[src/rtl/i2c_csr_pkg.sv]
package i2c_csr_pkg;
  localparam int unsigned BUS_W = 32;
  localparam int unsigned ADR_W = 8;
  localparam int unsigned TX_W  = 9;
  localparam int unsigned RX_W  = 8;
  localparam int unsigned CTL_W = 4;

  typedef logic [ADR_W-1:0] off_t;

  localparam off_t OFF_CTRL    = 8'h00;
  localparam off_t OFF_DATA    = 8'h04;
  localparam off_t OFF_IRQ_ST  = 8'h20;
  localparam off_t OFF_IRQ_EN  = 8'h24;
  localparam off_t OFF_IRQ_CLR = 8'h28;
  localparam off_t OFF_STATUS  = 8'h2C;
  localparam off_t OFF_RST     = 8'h34;
  localparam off_t OFF_TX_MON  = 8'h48;
  localparam off_t OFF_RX_MON  = 8'h4C;

  // plain configuration storage
  localparam int NCFG      = 10;
  localparam int CFG_SLAVE = 0;
  localparam int CFG_CYC   = 1;
  localparam int CFG_LOW   = 2;
  localparam int CFG_RS    = 3;
  localparam int CFG_DSU   = 4;
  localparam int CFG_MON   = 5;
  localparam int CFG_NOISE = 6;
  localparam int CFG_TXB   = 7;
  localparam int CFG_RXB   = 8;
  localparam int CFG_BUS   = 9;

  function automatic off_t cfg_off(input int idx);
    case (idx)
      CFG_SLAVE: return 8'h0C;
      CFG_CYC:   return 8'h10;
      CFG_LOW:   return 8'h14;
      CFG_RS:    return 8'h18;
      CFG_DSU:   return 8'h1C;
      CFG_MON:   return 8'h38;
      CFG_NOISE: return 8'h3C;
      CFG_TXB:   return 8'h40;
      CFG_RXB:   return 8'h44;
      default:   return 8'h50;
    endcase
  endfunction

  localparam int unsigned IRQ_W  = 10;
  localparam int unsigned IRQ_TE = 9;
  localparam int unsigned IRQ_RB = 4;
  localparam int unsigned IRQ_NA = 2;
  localparam int unsigned IRQ_AL = 1;
  localparam logic [IRQ_W-1:0] IRQ_MASK = IRQ_W'((1 << IRQ_TE) | (1 << IRQ_RB) |
                                                 (1 << IRQ_NA) | (1 << IRQ_AL));

  localparam int unsigned ST_DB  = 12;
  localparam int unsigned ST_BB  = 8;
  localparam int unsigned ST_RFF = 3;
  localparam int unsigned ST_RNE = 2;
  localparam int unsigned ST_TNF = 1;
  localparam int unsigned ST_TFE = 0;

  localparam int unsigned RST_W   = 3;
  localparam int unsigned RST_TXF = 2;
  localparam int unsigned RST_RXF = 1;
  localparam int unsigned RST_BUS = 0;
endpackage

[src/rtl/i2c_csr_fifo.sv]
// DEPTH must be a power of two (pointer wrap relies on it)
module i2c_csr_fifo #(
  parameter int unsigned W     = 8,
  parameter int unsigned DEPTH = 8
) (
  input  logic         clk_i,
  input  logic         rst_ni,
  input  logic         flush_i,
  input  logic         push_i,
  input  logic [W-1:0] wdata_i,
  input  logic         pop_i,
  output logic [W-1:0] rdata_o,
  output logic         empty_o,
  output logic         full_o
);
  localparam int unsigned PW = (DEPTH > 1) ? $clog2(DEPTH) : 1;
  localparam logic [PW:0] DEPTH_V = (PW+1)'(DEPTH);

  logic [W-1:0] mem_q [DEPTH];
  logic [PW:0]  wr_q, rd_q, used;
  logic         do_push, do_pop;

  assign used    = wr_q - rd_q;
  assign empty_o = (used == '0);
  assign full_o  = (used == DEPTH_V);
  assign do_push = push_i & ~full_o & ~flush_i;
  assign do_pop  = pop_i & ~empty_o & ~flush_i;
  assign rdata_o = mem_q[rd_q[PW-1:0]];

  always_ff @(posedge clk_i or negedge rst_ni) begin
    if (!rst_ni) begin
      wr_q <= '0;
      rd_q <= '0;
    end else if (flush_i) begin
      wr_q <= '0;
      rd_q <= '0;
    end else begin
      if (do_push) wr_q <= wr_q + 1'b1;
      if (do_pop)  rd_q <= rd_q + 1'b1;
    end
  end

  always_ff @(posedge clk_i) begin
    if (do_push) mem_q[wr_q[PW-1:0]] <= wdata_i;
  end

  assert_no_overflow_R3: assert property (@(posedge clk_i) disable iff (!rst_ni)
    full_o && push_i && !pop_i && !flush_i |=> full_o && $stable(wr_q));

  assert_bounded_R3: assert property (@(posedge clk_i) disable iff (!rst_ni)
    used <= DEPTH_V);

  assert_no_underflow_R4: assert property (@(posedge clk_i) disable iff (!rst_ni)
    empty_o && pop_i && !push_i |=> empty_o && $stable(rd_q));

  assert_flush_empties_R9: assert property (@(posedge clk_i) disable iff (!rst_ni)
    flush_i |=> empty_o);
endmodule

[src/rtl/i2c_csr_irq.sv]
module i2c_csr_irq #(
  parameter int unsigned     W    = 10,
  parameter logic [W-1:0]    MASK = '1
) (
  input  logic         clk_i,
  input  logic         rst_ni,
  input  logic [W-1:0] set_i,
  input  logic [W-1:0] clr_i,
  input  logic         en_we_i,
  input  logic [W-1:0] en_wdata_i,
  output logic [W-1:0] cause_o,
  output logic [W-1:0] en_o,
  output logic         irq_o
);
  logic [W-1:0] cause_q, en_q;

  always_ff @(posedge clk_i or negedge rst_ni) begin
    if (!rst_ni) begin
      cause_q <= '0;
      en_q    <= '0;
    end else begin
      // set has priority so no event is lost
      cause_q <= ((cause_q & ~clr_i) | set_i) & MASK;
      if (en_we_i) en_q <= en_wdata_i & MASK;
    end
  end

  assign cause_o = cause_q;
  assign en_o    = en_q;
  assign irq_o   = |(cause_q & en_q);

  assert_cause_sticky_R6: assert property (@(posedge clk_i) disable iff (!rst_ni)
    (set_i & MASK) != '0 |=> (cause_q & $past(set_i & MASK)) == $past(set_i & MASK));

  assert_w1c_clears_R7: assert property (@(posedge clk_i) disable iff (!rst_ni)
    (clr_i & ~set_i & cause_q) != '0 |=> (cause_q & $past(clr_i & ~set_i)) == '0);
endmodule

[src/rtl/i2c_csr_rstctl.sv]
module i2c_csr_rstctl
  import i2c_csr_pkg::*;
(
  input  logic             clk_i,
  input  logic             rst_ni,
  input  logic             wr_i,
  input  logic [RST_W-1:0] wbits_i,
  input  logic             done_i,
  output logic             tx_flush_o,
  output logic             rx_flush_o,
  output logic             bus_rst_o
);
  logic bus_q;
  logic start;

  assign start      = wr_i & wbits_i[RST_BUS];
  assign tx_flush_o = wr_i & wbits_i[RST_TXF];
  assign rx_flush_o = wr_i & wbits_i[RST_RXF];

  always_ff @(posedge clk_i or negedge rst_ni) begin
    if (!rst_ni)     bus_q <= 1'b0;
    else if (start)  bus_q <= 1'b1;
    else if (done_i) bus_q <= 1'b0;
  end

  assign bus_rst_o = bus_q;

  assert_bus_rst_start_R10: assert property (@(posedge clk_i) disable iff (!rst_ni)
    start |=> bus_rst_o);

  assert_bus_rst_hold_R10: assert property (@(posedge clk_i) disable iff (!rst_ni)
    bus_rst_o && !done_i |=> bus_rst_o);

  assert_bus_rst_end_R10: assert property (@(posedge clk_i) disable iff (!rst_ni)
    bus_rst_o && done_i && !start |=> !bus_rst_o);
endmodule

[src/rtl/i2c_host_csr.sv]
module i2c_host_csr
  import i2c_csr_pkg::*;
#(
  parameter int unsigned CFG_W      = 16,
  parameter int unsigned FIFO_DEPTH = 8
) (
  input  logic             clk_i,
  input  logic             rst_ni,
  input  logic             req_i,
  input  logic             we_i,
  input  logic [ADR_W-1:0] addr_i,
  input  logic [BUS_W-1:0] wdata_i,
  output logic [BUS_W-1:0] rdata_o,
  output logic [CTL_W-1:0] ctrl_o,
  output logic             ctrl_wr_o,
  output logic [CFG_W-1:0] slave_addr_o,
  output logic [CFG_W-1:0] scl_cycle_o,
  output logic [CFG_W-1:0] scl_low_o,
  output logic [CFG_W-1:0] setup_rs_o,
  output logic [CFG_W-1:0] setup_dat_o,
  output logic [CFG_W-1:0] tx_bytes_o,
  output logic [CFG_W-1:0] rx_bytes_o,
  output logic [CFG_W-1:0] bus_ctl_o,
  output logic             tx_valid_o,
  output logic [TX_W-1:0]  tx_data_o,
  input  logic             tx_pop_i,
  input  logic             rx_push_i,
  input  logic [RX_W-1:0]  rx_data_i,
  input  logic             evt_rx_done_i,
  input  logic             evt_nack_i,
  input  logic             evt_arb_lost_i,
  input  logic             dev_busy_i,
  input  logic             bus_busy_i,
  output logic             bus_rst_o,
  input  logic             bus_rst_done_i,
  input  logic [CFG_W-1:0] tx_cnt_mon_i,
  input  logic [CFG_W-1:0] rx_cnt_mon_i,
  output logic             irq_o
);
  logic acc_wr, acc_rd;
  logic [CFG_W-1:0] cfg_q [NCFG];
  logic [CTL_W-1:0] ctrl_q;
  logic             ctrl_wr_q;

  logic tx_empty, tx_full, tx_empty_q, tx_flush;
  logic rx_empty, rx_full, rx_flush;
  logic [RX_W-1:0] rx_head;

  logic [IRQ_W-1:0] irq_set, irq_clr, irq_cause, irq_en;
  logic [BUS_W-1:0] status_w;
  logic unused_wdata;

  assign acc_wr = req_i & we_i;
  assign acc_rd = req_i & ~we_i;
  assign unused_wdata = ^wdata_i;

  // configuration storage
  always_ff @(posedge clk_i or negedge rst_ni) begin
    if (!rst_ni) begin
      for (int i = 0; i < NCFG; i++) cfg_q[i] <= '0;
    end else if (acc_wr) begin
      for (int i = 0; i < NCFG; i++)
        if (addr_i == cfg_off(i)) cfg_q[i] <= wdata_i[CFG_W-1:0];
    end
  end

  always_ff @(posedge clk_i or negedge rst_ni) begin
    if (!rst_ni) begin
      ctrl_q    <= '0;
      ctrl_wr_q <= 1'b0;
    end else begin
      ctrl_wr_q <= acc_wr && (addr_i == OFF_CTRL);
      if (acc_wr && (addr_i == OFF_CTRL)) ctrl_q <= wdata_i[CTL_W-1:0];
    end
  end

  assign ctrl_o       = ctrl_q;
  assign ctrl_wr_o    = ctrl_wr_q;
  assign slave_addr_o = cfg_q[CFG_SLAVE];
  assign scl_cycle_o  = cfg_q[CFG_CYC];
  assign scl_low_o    = cfg_q[CFG_LOW];
  assign setup_rs_o   = cfg_q[CFG_RS];
  assign setup_dat_o  = cfg_q[CFG_DSU];
  assign tx_bytes_o   = cfg_q[CFG_TXB];
  assign rx_bytes_o   = cfg_q[CFG_RXB];
  assign bus_ctl_o    = cfg_q[CFG_BUS];

  i2c_csr_rstctl u_rstctl (
    .clk_i      (clk_i),
    .rst_ni     (rst_ni),
    .wr_i       (acc_wr && (addr_i == OFF_RST)),
    .wbits_i    (wdata_i[RST_W-1:0]),
    .done_i     (bus_rst_done_i),
    .tx_flush_o (tx_flush),
    .rx_flush_o (rx_flush),
    .bus_rst_o  (bus_rst_o)
  );

  i2c_csr_fifo #(.W(TX_W), .DEPTH(FIFO_DEPTH)) u_tx_fifo (
    .clk_i   (clk_i),
    .rst_ni  (rst_ni),
    .flush_i (tx_flush),
    .push_i  (acc_wr && (addr_i == OFF_DATA)),
    .wdata_i (wdata_i[TX_W-1:0]),
    .pop_i   (tx_pop_i),
    .rdata_o (tx_data_o),
    .empty_o (tx_empty),
    .full_o  (tx_full)
  );

  i2c_csr_fifo #(.W(RX_W), .DEPTH(FIFO_DEPTH)) u_rx_fifo (
    .clk_i   (clk_i),
    .rst_ni  (rst_ni),
    .flush_i (rx_flush),
    .push_i  (rx_push_i),
    .wdata_i (rx_data_i),
    .pop_i   (acc_rd && (addr_i == OFF_DATA)),
    .rdata_o (rx_head),
    .empty_o (rx_empty),
    .full_o  (rx_full)
  );

  assign tx_valid_o = ~tx_empty;

  always_ff @(posedge clk_i or negedge rst_ni) begin
    if (!rst_ni) tx_empty_q <= 1'b1;
    else         tx_empty_q <= tx_empty;
  end

  always_comb begin
    irq_set         = '0;
    irq_set[IRQ_TE] = tx_empty & ~tx_empty_q;
    irq_set[IRQ_RB] = evt_rx_done_i;
    irq_set[IRQ_NA] = evt_nack_i;
    irq_set[IRQ_AL] = evt_arb_lost_i;
    irq_clr = (acc_wr && (addr_i == OFF_IRQ_CLR)) ? wdata_i[IRQ_W-1:0] : '0;
  end

  i2c_csr_irq #(.W(IRQ_W), .MASK(IRQ_MASK)) u_irq (
    .clk_i      (clk_i),
    .rst_ni     (rst_ni),
    .set_i      (irq_set),
    .clr_i      (irq_clr),
    .en_we_i    (acc_wr && (addr_i == OFF_IRQ_EN)),
    .en_wdata_i (wdata_i[IRQ_W-1:0]),
    .cause_o    (irq_cause),
    .en_o       (irq_en),
    .irq_o      (irq_o)
  );

  always_comb begin
    status_w         = '0;
    status_w[ST_DB]  = dev_busy_i;
    status_w[ST_BB]  = bus_busy_i;
    status_w[ST_RFF] = rx_full;
    status_w[ST_RNE] = ~rx_empty;
    status_w[ST_TNF] = ~tx_full;
    status_w[ST_TFE] = tx_empty;
  end

  always_comb begin
    rdata_o = '0;
    case (addr_i)
      OFF_CTRL:   rdata_o = BUS_W'(ctrl_q);
      OFF_DATA:   rdata_o = rx_empty ? '0 : BUS_W'(rx_head);
      OFF_IRQ_ST: rdata_o = BUS_W'(irq_cause);
      OFF_IRQ_EN: rdata_o = BUS_W'(irq_en);
      OFF_STATUS: rdata_o = status_w;
      OFF_RST:    rdata_o = BUS_W'(bus_rst_o);
      OFF_TX_MON: rdata_o = BUS_W'(tx_cnt_mon_i);
      OFF_RX_MON: rdata_o = BUS_W'(rx_cnt_mon_i);
      default: begin
        for (int i = 0; i < NCFG; i++)
          if (addr_i == cfg_off(i)) rdata_o = BUS_W'(cfg_q[i]);
      end
    endcase
  end

  assert_ctrl_strobe_R11: assert property (@(posedge clk_i) disable iff (!rst_ni)
    ctrl_wr_o |-> $past(req_i && we_i && (addr_i == OFF_CTRL)));

  assert_te_after_drain_R6: assert property (@(posedge clk_i) disable iff (!rst_ni)
    $rose(tx_empty) |=> irq_cause[IRQ_TE]);
endmodule

[config.mk]
export PLATFORM = sky130hd
export DESIGN_NAME = i2c_host_csr
export DESIGN_NICKNAME = d
export VERILOG_FILES = /design/src/rtl/i2c_csr_pkg.sv /design/src/rtl/i2c_csr_fifo.sv /design/src/rtl/i2c_csr_irq.sv /design/src/rtl/i2c_csr_rstctl.sv /design/src/rtl/i2c_host_csr.sv
export SDC_FILE = /design/constraint.sdc
export NUM_CORES = 1
export LEC_CHECK = 0
export ABC_AREA = 1
export BUFFER_PORTS_ARGS = -buffer_cell sky130_fd_sc_hd__buf_2
export CELL_PAD_IN_SITES_DETAIL_PLACEMENT = 1
export CELL_PAD_IN_SITES_GLOBAL_PLACEMENT = 2
export CORE_MARGIN = 2
export CORE_UTILIZATION = 37
export CTS_CLUSTER_DIAMETER = 100
export DETAILED_ROUTE_END_ITERATION = 16
export GPL_ROUTABILITY_DRIVEN = 1
export GPL_TIMING_DRIVEN = 0
export PLACE_DENSITY = 0.86
export SYNTH_ARGS = -nofsm -noshare
export SYNTH_HDL_FRONTEND = slang
export SYNTH_SLANG_ARGS = --single-unit
[constraint.sdc]
create_clock -name clk_i -period 7.55 [get_ports clk_i]
set_clock_uncertainty 0.05 [all_clocks]
set_input_delay 0.755 -clock clk_i [delete_from_list [all_inputs] [get_ports clk_i]]
set_output_delay 0.755 -clock clk_i [all_outputs]
set_load 0.1 [all_outputs]
# After elaboration in Yosys (flattened, before gate mapping)
# Memory sizes are Yosys's and may differ from the RTL's.
# Cells that the tools add are included.
# Widths: inputs -> output; s select.
[word_totals]
reg_bits = 191
latchBits = 0
ramBits = 136
romBits = 0
out_inout_bits = 177
wordCells = 157
mem_count = 2
[classes]
add_sub_neg = 6
mul = 0
div = 0
magnitude_cmp = 0
eq_ne = 30
n_shift = 0
mux = 47
bitwise_logic = 26
n_reduce_logical = 26
[mem_list]
columns = ["memory", "depth", "width", "rd", "rd_ports_with_merged_regs", "wr", "line", "source"]
rows = [
  ["u_tx_fifo.mem_q", 8, 9, 1, 0, 1, "i2c_csr_fifo.sv:19", "logic [W-1:0] mem_q [DEPTH];"],
  ["u_rx_fifo.mem_q", 8, 8, 1, 0, 1, "i2c_csr_fifo.sv:19", ""],
]
[op_table]
columns = ["cell", "count"]
rows = [
  ["$mux 32", 9],
  ["$pmux 32 s8", 1],
  ["$mux 8", 21],
  ["$eq 8x8->1", 20],
  ["$eq 8x6->1 const B", 5],
  ["$mux 4", 8],
  ["$and 10x10->10", 2],
  ["$reduce_and 2->1", 10],
  ["$add 4x1->4 const B", 4],
  ["$eq 8x7->1 const B", 2],
  ["$mux 16", 1],
  ["$and 1x1->1", 14],
  ["$mux 10", 1],
  ["$not 10->10", 1],
  ["$or 10x10->10", 1],
  ["$reduce_bool 2->1", 5],
  ["$reduce_or 10->1", 1],
  ["$eq 4x4->1 const B", 2],
  ["$eq 8x3->1 const B", 1],
  ["$logic_not 4->1", 2],
  ["$logic_not 8->1", 1],
  ["$not 1->1", 8],
  ["$reduce_or 8->1", 1],
  ["$sub 4x4->4", 2],
  ["2 further kinds", 12],
]

# Logic depth before layout (Yosys ltp)
[logic_depth]
depth_word = 15
depth_mapped = 16
ltp_nobuf = 15

# Cells and area by module
# A second synthesis with hierarchy kept.
[hier_totals]
hier_cells = 1796
hier_area_um2 = 16189.3
[by_module_without_submodules]
columns = ["mod", "instances", "cells_per_inst", "area_each_um2", "seq_area_each_um2"]
rows = [
  ["i2c_host_csr", 1, 1158, 9056.2, 4155.2],
  ["i2c_csr_fifo (u_tx_fifo)", 1, 297, 3470.8, 2362.3],
  ["i2c_csr_fifo (u_rx_fifo)", 1, 282, 3184.3, 2122.0],
  ["i2c_csr_irq", 1, 50, 422.9, 200.2],
  ["i2c_csr_rstctl", 1, 9, 55.1, 25.0],
]

# Worst setup path after synthesis
# Ideal clock, no wire load.
[synth_timing]
kind = "register -> output"
start = "register u_rx_fifo.rd_q[2]"
end = "output rdata_o[3]"
arrival_time_ns = 2.766
t_required_ns = 6.745
slack_ns = 3.979
path_stages_with_launch = 13
n_path_buf = 2
cell_sequence = "dfrtp_1 > buf_2 > inv_1 > clkbuf_1 > ha_1 > inv_1 > nand3_1 > a21oi_1 > nand2_1 > nand2_1 > nor2_1 > nor2_1 > nand4_1"
[synth_between]
elab_chain_len = 4
[synth_lines]
columns = ["element", "line", "source"]
rows = [
  ["start: declaration", "i2c_csr_fifo.sv:20", "logic [PW:0] wr_q, rd_q, used;"],
  ["start signal: assignment", "i2c_csr_fifo.sv:39", "if (do_pop) rd_q <= rd_q + 1'b1;"],
  ["$sub 4x4->4", "i2c_csr_fifo.sv:23", "assign used = wr_q - rd_q;"],
  ["$logic_not 4->1", "i2c_csr_fifo.sv:24", "assign empty_o = (used == '0);"],
  ["$mux 8", "i2c_host_csr.sv:165", "OFF_DATA: rdata_o = rx_empty ? '0 : BUS_W'(rx_head);"],
  ["$pmux 32 s8 (*)", "i2c_host_csr.sv:163", "case (addr_i)"],
  ["end: declaration", "i2c_host_csr.sv:13", "output logic [BUS_W-1:0] rdata_o,"],
]
# Every way passes the cells marked *; elsewhere a longest branch is shown, timed or not.

# Worst setup path after layout
[layout_timing]
start = "register u_rx_fifo.rd_q[2]"
end = "output rdata_o[2]"
[layout_between]
elab_chain_len = 4
[layout_lines]
columns = ["element", "line"]
rows = [
  ["$sub 4x4->4", "i2c_csr_fifo.sv:23"],
  ["$logic_not 4->1", "i2c_csr_fifo.sv:24"],
  ["$mux 8 / $not 1->1 (equally long branches)", "i2c_host_csr.sv:165, i2c_host_csr.sv:156"],
  ["$pmux 32 s8 (*)", "i2c_host_csr.sv:163"],
]
# Marks and branches as above.

==> flow_metrics.py <==
metrics = {
    "run_status": {
        "status": "complete, no violations",
    },
    "sta": {
        "tightest_slew_ps": 1180,
        "slew_viol_final": 0,
        "slew-limit-headroom_pct": 21.2,
        "setup-tns-final_ps": 0,
        "hold_violations": 0,
        "period_needed_ps": 4680,
        "finalCritPeriodShare_pct": 61.9,
        "rsz0062_at_grt": "false",
        "timing.hold.ws_ps": 147,
        "setup_violations": 0,
        "fmax_ghz": 0.214,
    },
    "finish": {
        "nets": 2148,
        "design_area_mm2": 0.0191,
        "fillers": 4943,
        "drive_above_1_share_pct": 25.4,
        "insertedDiodeCount": 0,
        "syn2layout_area_growth_pct": 20.3,
    },
    "die": {
        "die_h_um": 211,
        "io-pin-count": 269,
        "num_rows": 75,
        "initial_utilization_pct": 37.7,
        "dieArea_mm2": 0.0446,
        "die_x_um": 211,
        "core-area_mm2": 0.0421,
    },
    "yosys": {
        "ys.flop_type": "dfrtp_1",
        "ys.warnings.count": 0,
        "synth_xor_area_share_pct": 0.386,
        "synthAdderAreaFrac_pct": 0.787,
        "synth_top_family_by_area": "simple AND/OR/NAND/NOR gates",
        "synth.area.top_cells": "dfrtp_1 30%, edfxtp_1 26%, nand2_1 9.1%, buf_4 7.0%, o21ai_0 6.2%",
        "synth_cells": 1754,
        "synth_seq_cells": 327,
        "synth_top_cell_by_area": "dfrtp_1",
        "synth_cell_types": 40,
        "synth_area_mm2": 0.0159,
        "synth_simple_gate_area_share_pct": 20.8,
        "yosysSeqAreaShare_pct": 55.8,
        "synth_mux_area_share_pct": 0,
        "avgSynthCellArea_um2": 9.06,
        "synth-edff-count": 136,
        "async_reset_ff_share_pct": 58.4,
        "netlist.area_leader.share_pct": 29.9,
        "synth-compound-area-share_pct": 10.1,
    },
    "clocking": {
        "cts.sink_count": 327,
        "postCtsSetupRepairBufs": 0,
        "clk_pin_slew_ps": 60,
        "cts_resized": 0,
        "cts_made_buffers": 38,
        "clockBufferDepth": 3,
        "clock-root-buffer": "clkbuf_16",
        "insertion_delay_ps": 520,
        "hold_buffers": 0,
        "cts_max_level": 2,
        "cts_tree": "done",
    },
    "global_routing": {
        "grt-ovfl-total": 0,
        "grt_pass1_vias": 14100,
        "grt_max_degree": 119,
        "grt_usage_pct": 25.7,
        "antenna_found_initial": 3,
        "grt_pass1_wl_um": 86000,
    },
    "pwr": {
        "peakVddDrop_v": 0.000188,
        "p_leak_uw": 0.00889,
        "p_per_area_mw_per_mm2": 273,
        "totalPowerFinal_uw": 5210,
    },
    "detailed_routing": {
        "drt-total-wl_um": 56900,
        "initialDrtViolationCount": 771,
        "drcViolationCount": 0,
        "vias_per_cell": 5.15,
        "routedWlPerCell_um": 21.8,
        "final_antenna_net_count": 0,
        "drt-pass1-iter-count": 5,
        "dr_total_vias": 13500,
    },
    "worst_hold_path": {
        "hold_class": "in2async",
    },
    "worst_setup_path": {
        "reg2regPathDepth": 13,
        "rrSetupSlack_ps": 3770,
        "crit_required_ps": 6740,
        "reg2reg_to": "u_rx_fifo.mem_q[2][7]$_DFFE_PP_",
        "crit_type": "reg2out",
        "arrival_ps": 3870,
        "path_max_fanout": 10,
        "cp-end-kind": "output port",
        "crit_path_start_kind": "flip-flop",
        "reg2reg_from": "u_rx_fifo.rd_q[2]$_DFFE_PN0P_",
    },
    "placement": {
        "post_dp_cell_area_mm2": 0.0179,
        "dp_hpwl_um": 41700,
        "routabilityCongestion": 0.850,
        "portBuffers": 235,
    },
    "run": {
        "drv_cap": 0,
    },
}
cell families (layout without fill, tap and decap cells):
| kind of cell | Yosys count | after routing |
|---|---|---|
| fa+ha+maj | 10 | 10 |
| xor+xnor | 7 | 7 |
| flops | 327 | 327 |
| buf+inv | 345 | 651 |
| simple gates | 763 | 763 |
| compound gates | 301 | 301 |
| other cells | 1 | 16 |
sequential cells by signal (all words and copies together), names as in the netlist, 16 cells and up:
signal	count
u_rx_fifo.mem_q	64
setup_dat_o	16
slave_addr_o	16
tx_bytes_o	16
setup_rs_o	16
bus_ctl_o	16
cfg_q	32
scl_cycle_o	16
u_tx_fifo.mem_q	72
rx_bytes_o	16
scl_low_o	16
worst max-delay path, stage by stage (launching register included):
cell      delay, ps
dfrtp_1         350
buf_2           200
inv_1           110
clkbuf_1        530
ha_1            390
a21oi_1         220
nand2_1          90
nand2_1          80
nand2_1          70
nand2_1         220
o21ai_0         130
o21ai_0         250
nor2_1           90
nand3_1         150
buf_2           460
synth_stat cells, drive strengths merged, types with 2 or more instances:
cell type / instances
nand2: 399
nand3: 132
nor2: 184
xor2: 6
buf: 182
o21bai: 2
o21ai: 246
dfrtp: 190
o2111ai: 5
a21oi: 12
a31oi: 9
clkbuf: 46
nor3: 14
edfxtp: 136
ha: 10
o22ai: 11
nand3b: 3
nand4: 23
nor3b: 3
a22o: 11
inv: 116
or2: 5
o211ai: 4
power breakdown:
part	internal [µW]	total, µW	switching [µW]
clock	1100	1840	733
combinational	280	1350	1070
sequential	1960	2020	63.7
total	3340	5210	1870
through the flow:
| step | cells | util [%] | setup WS, ps |
|---|---|---|---|
| final | 2614 | 45.4 | 2870 |
| after global routing | 2614 | 45.4 | 2640 |
| after CTS | 2614 | 45.3 | 2860 |
| after detailed placement | 2545 | 42.4 | 3480 |
| after global placement | 2543 | 42.3 | 2340 |
| after floorplan | 1769 | - | 3980 |
per-layer routing:
| layer | wire, µm | up-vias | part of all wire [%] | track usage [%] |
|---|---|---|---|---|
| met5 | 0 | - | 0 | 0 |
| met3 | 2770 | 86 | 4.9 | 3.35 |
| met4 | 1740 | 0 | 3.1 | 8.23 |
| met2 | 26500 | 390 | 47 | 41.6 |
| li1 | - | 6255 | - | - |
| met1 | 25900 | 6728 | 46 | 36.0 |
how the worst max path moves through the flow:
stage                                              from                             to  slack (ps)  cells after the start
after floorplan           u_rx_fifo.rd_q[2]$_DFFE_PN0P_                     rdata_o[3]        3980                     12
after global placement                           rst_ni  u_rx_fifo.wr_q[2]$_DFFE_PN0P_        2340                      1
after detailed placement  u_rx_fifo.rd_q[2]$_DFFE_PN0P_                     rdata_o[2]        3480                     14
after CTS                 u_rx_fifo.rd_q[2]$_DFFE_PN0P_                     rdata_o[2]        2860                     14
after global routing      u_rx_fifo.rd_q[2]$_DFFE_PN0P_                     rdata_o[2]        2640                     14
final                     u_rx_fifo.rd_q[2]$_DFFE_PN0P_                     rdata_o[2]        2870                     14
area by class of cell:
type	count	area (µm²)	share of cell area, %
Sequential cell	327	8860	46.4
Multi-Input combinational cell	1097	5200	27.2
Buffer	228	1490	7.80
Timing Repair Buffer	237	1220	6.39
Clock buffer	57	1090	5.72
Tap cell	539	674	3.53
Inverter	117	439	2.30
Clock inverter	12	134	0.700
cell usage in the layout, fill, tap and decap left out, types with 9 or more instances in the layout:
| master | count |
|---|---|
| clkbuf_1 | 58 |
| inv_1 | 102 |
| o21ai_0 | 197 |
| clkbuf_16 | 39 |
| nand3_1 | 128 |
| a21oi_1 | 12 |
| nand4_1 | 23 |
| nor2_1 | 172 |
| edfxtp_1 | 136 |
| inv_2 | 14 |
| ha_1 | 10 |
| o21ai_1 | 49 |
| o22ai_1 | 11 |
| buf_4 | 149 |
| buf_2 | 261 |
| nand2_1 | 385 |
| nand2_2 | 14 |
| conb_1 | 16 |
| a22o_1 | 11 |
| a31oi_1 | 9 |
| dfrtp_1 | 190 |
(Power assumes the default switching activity.)
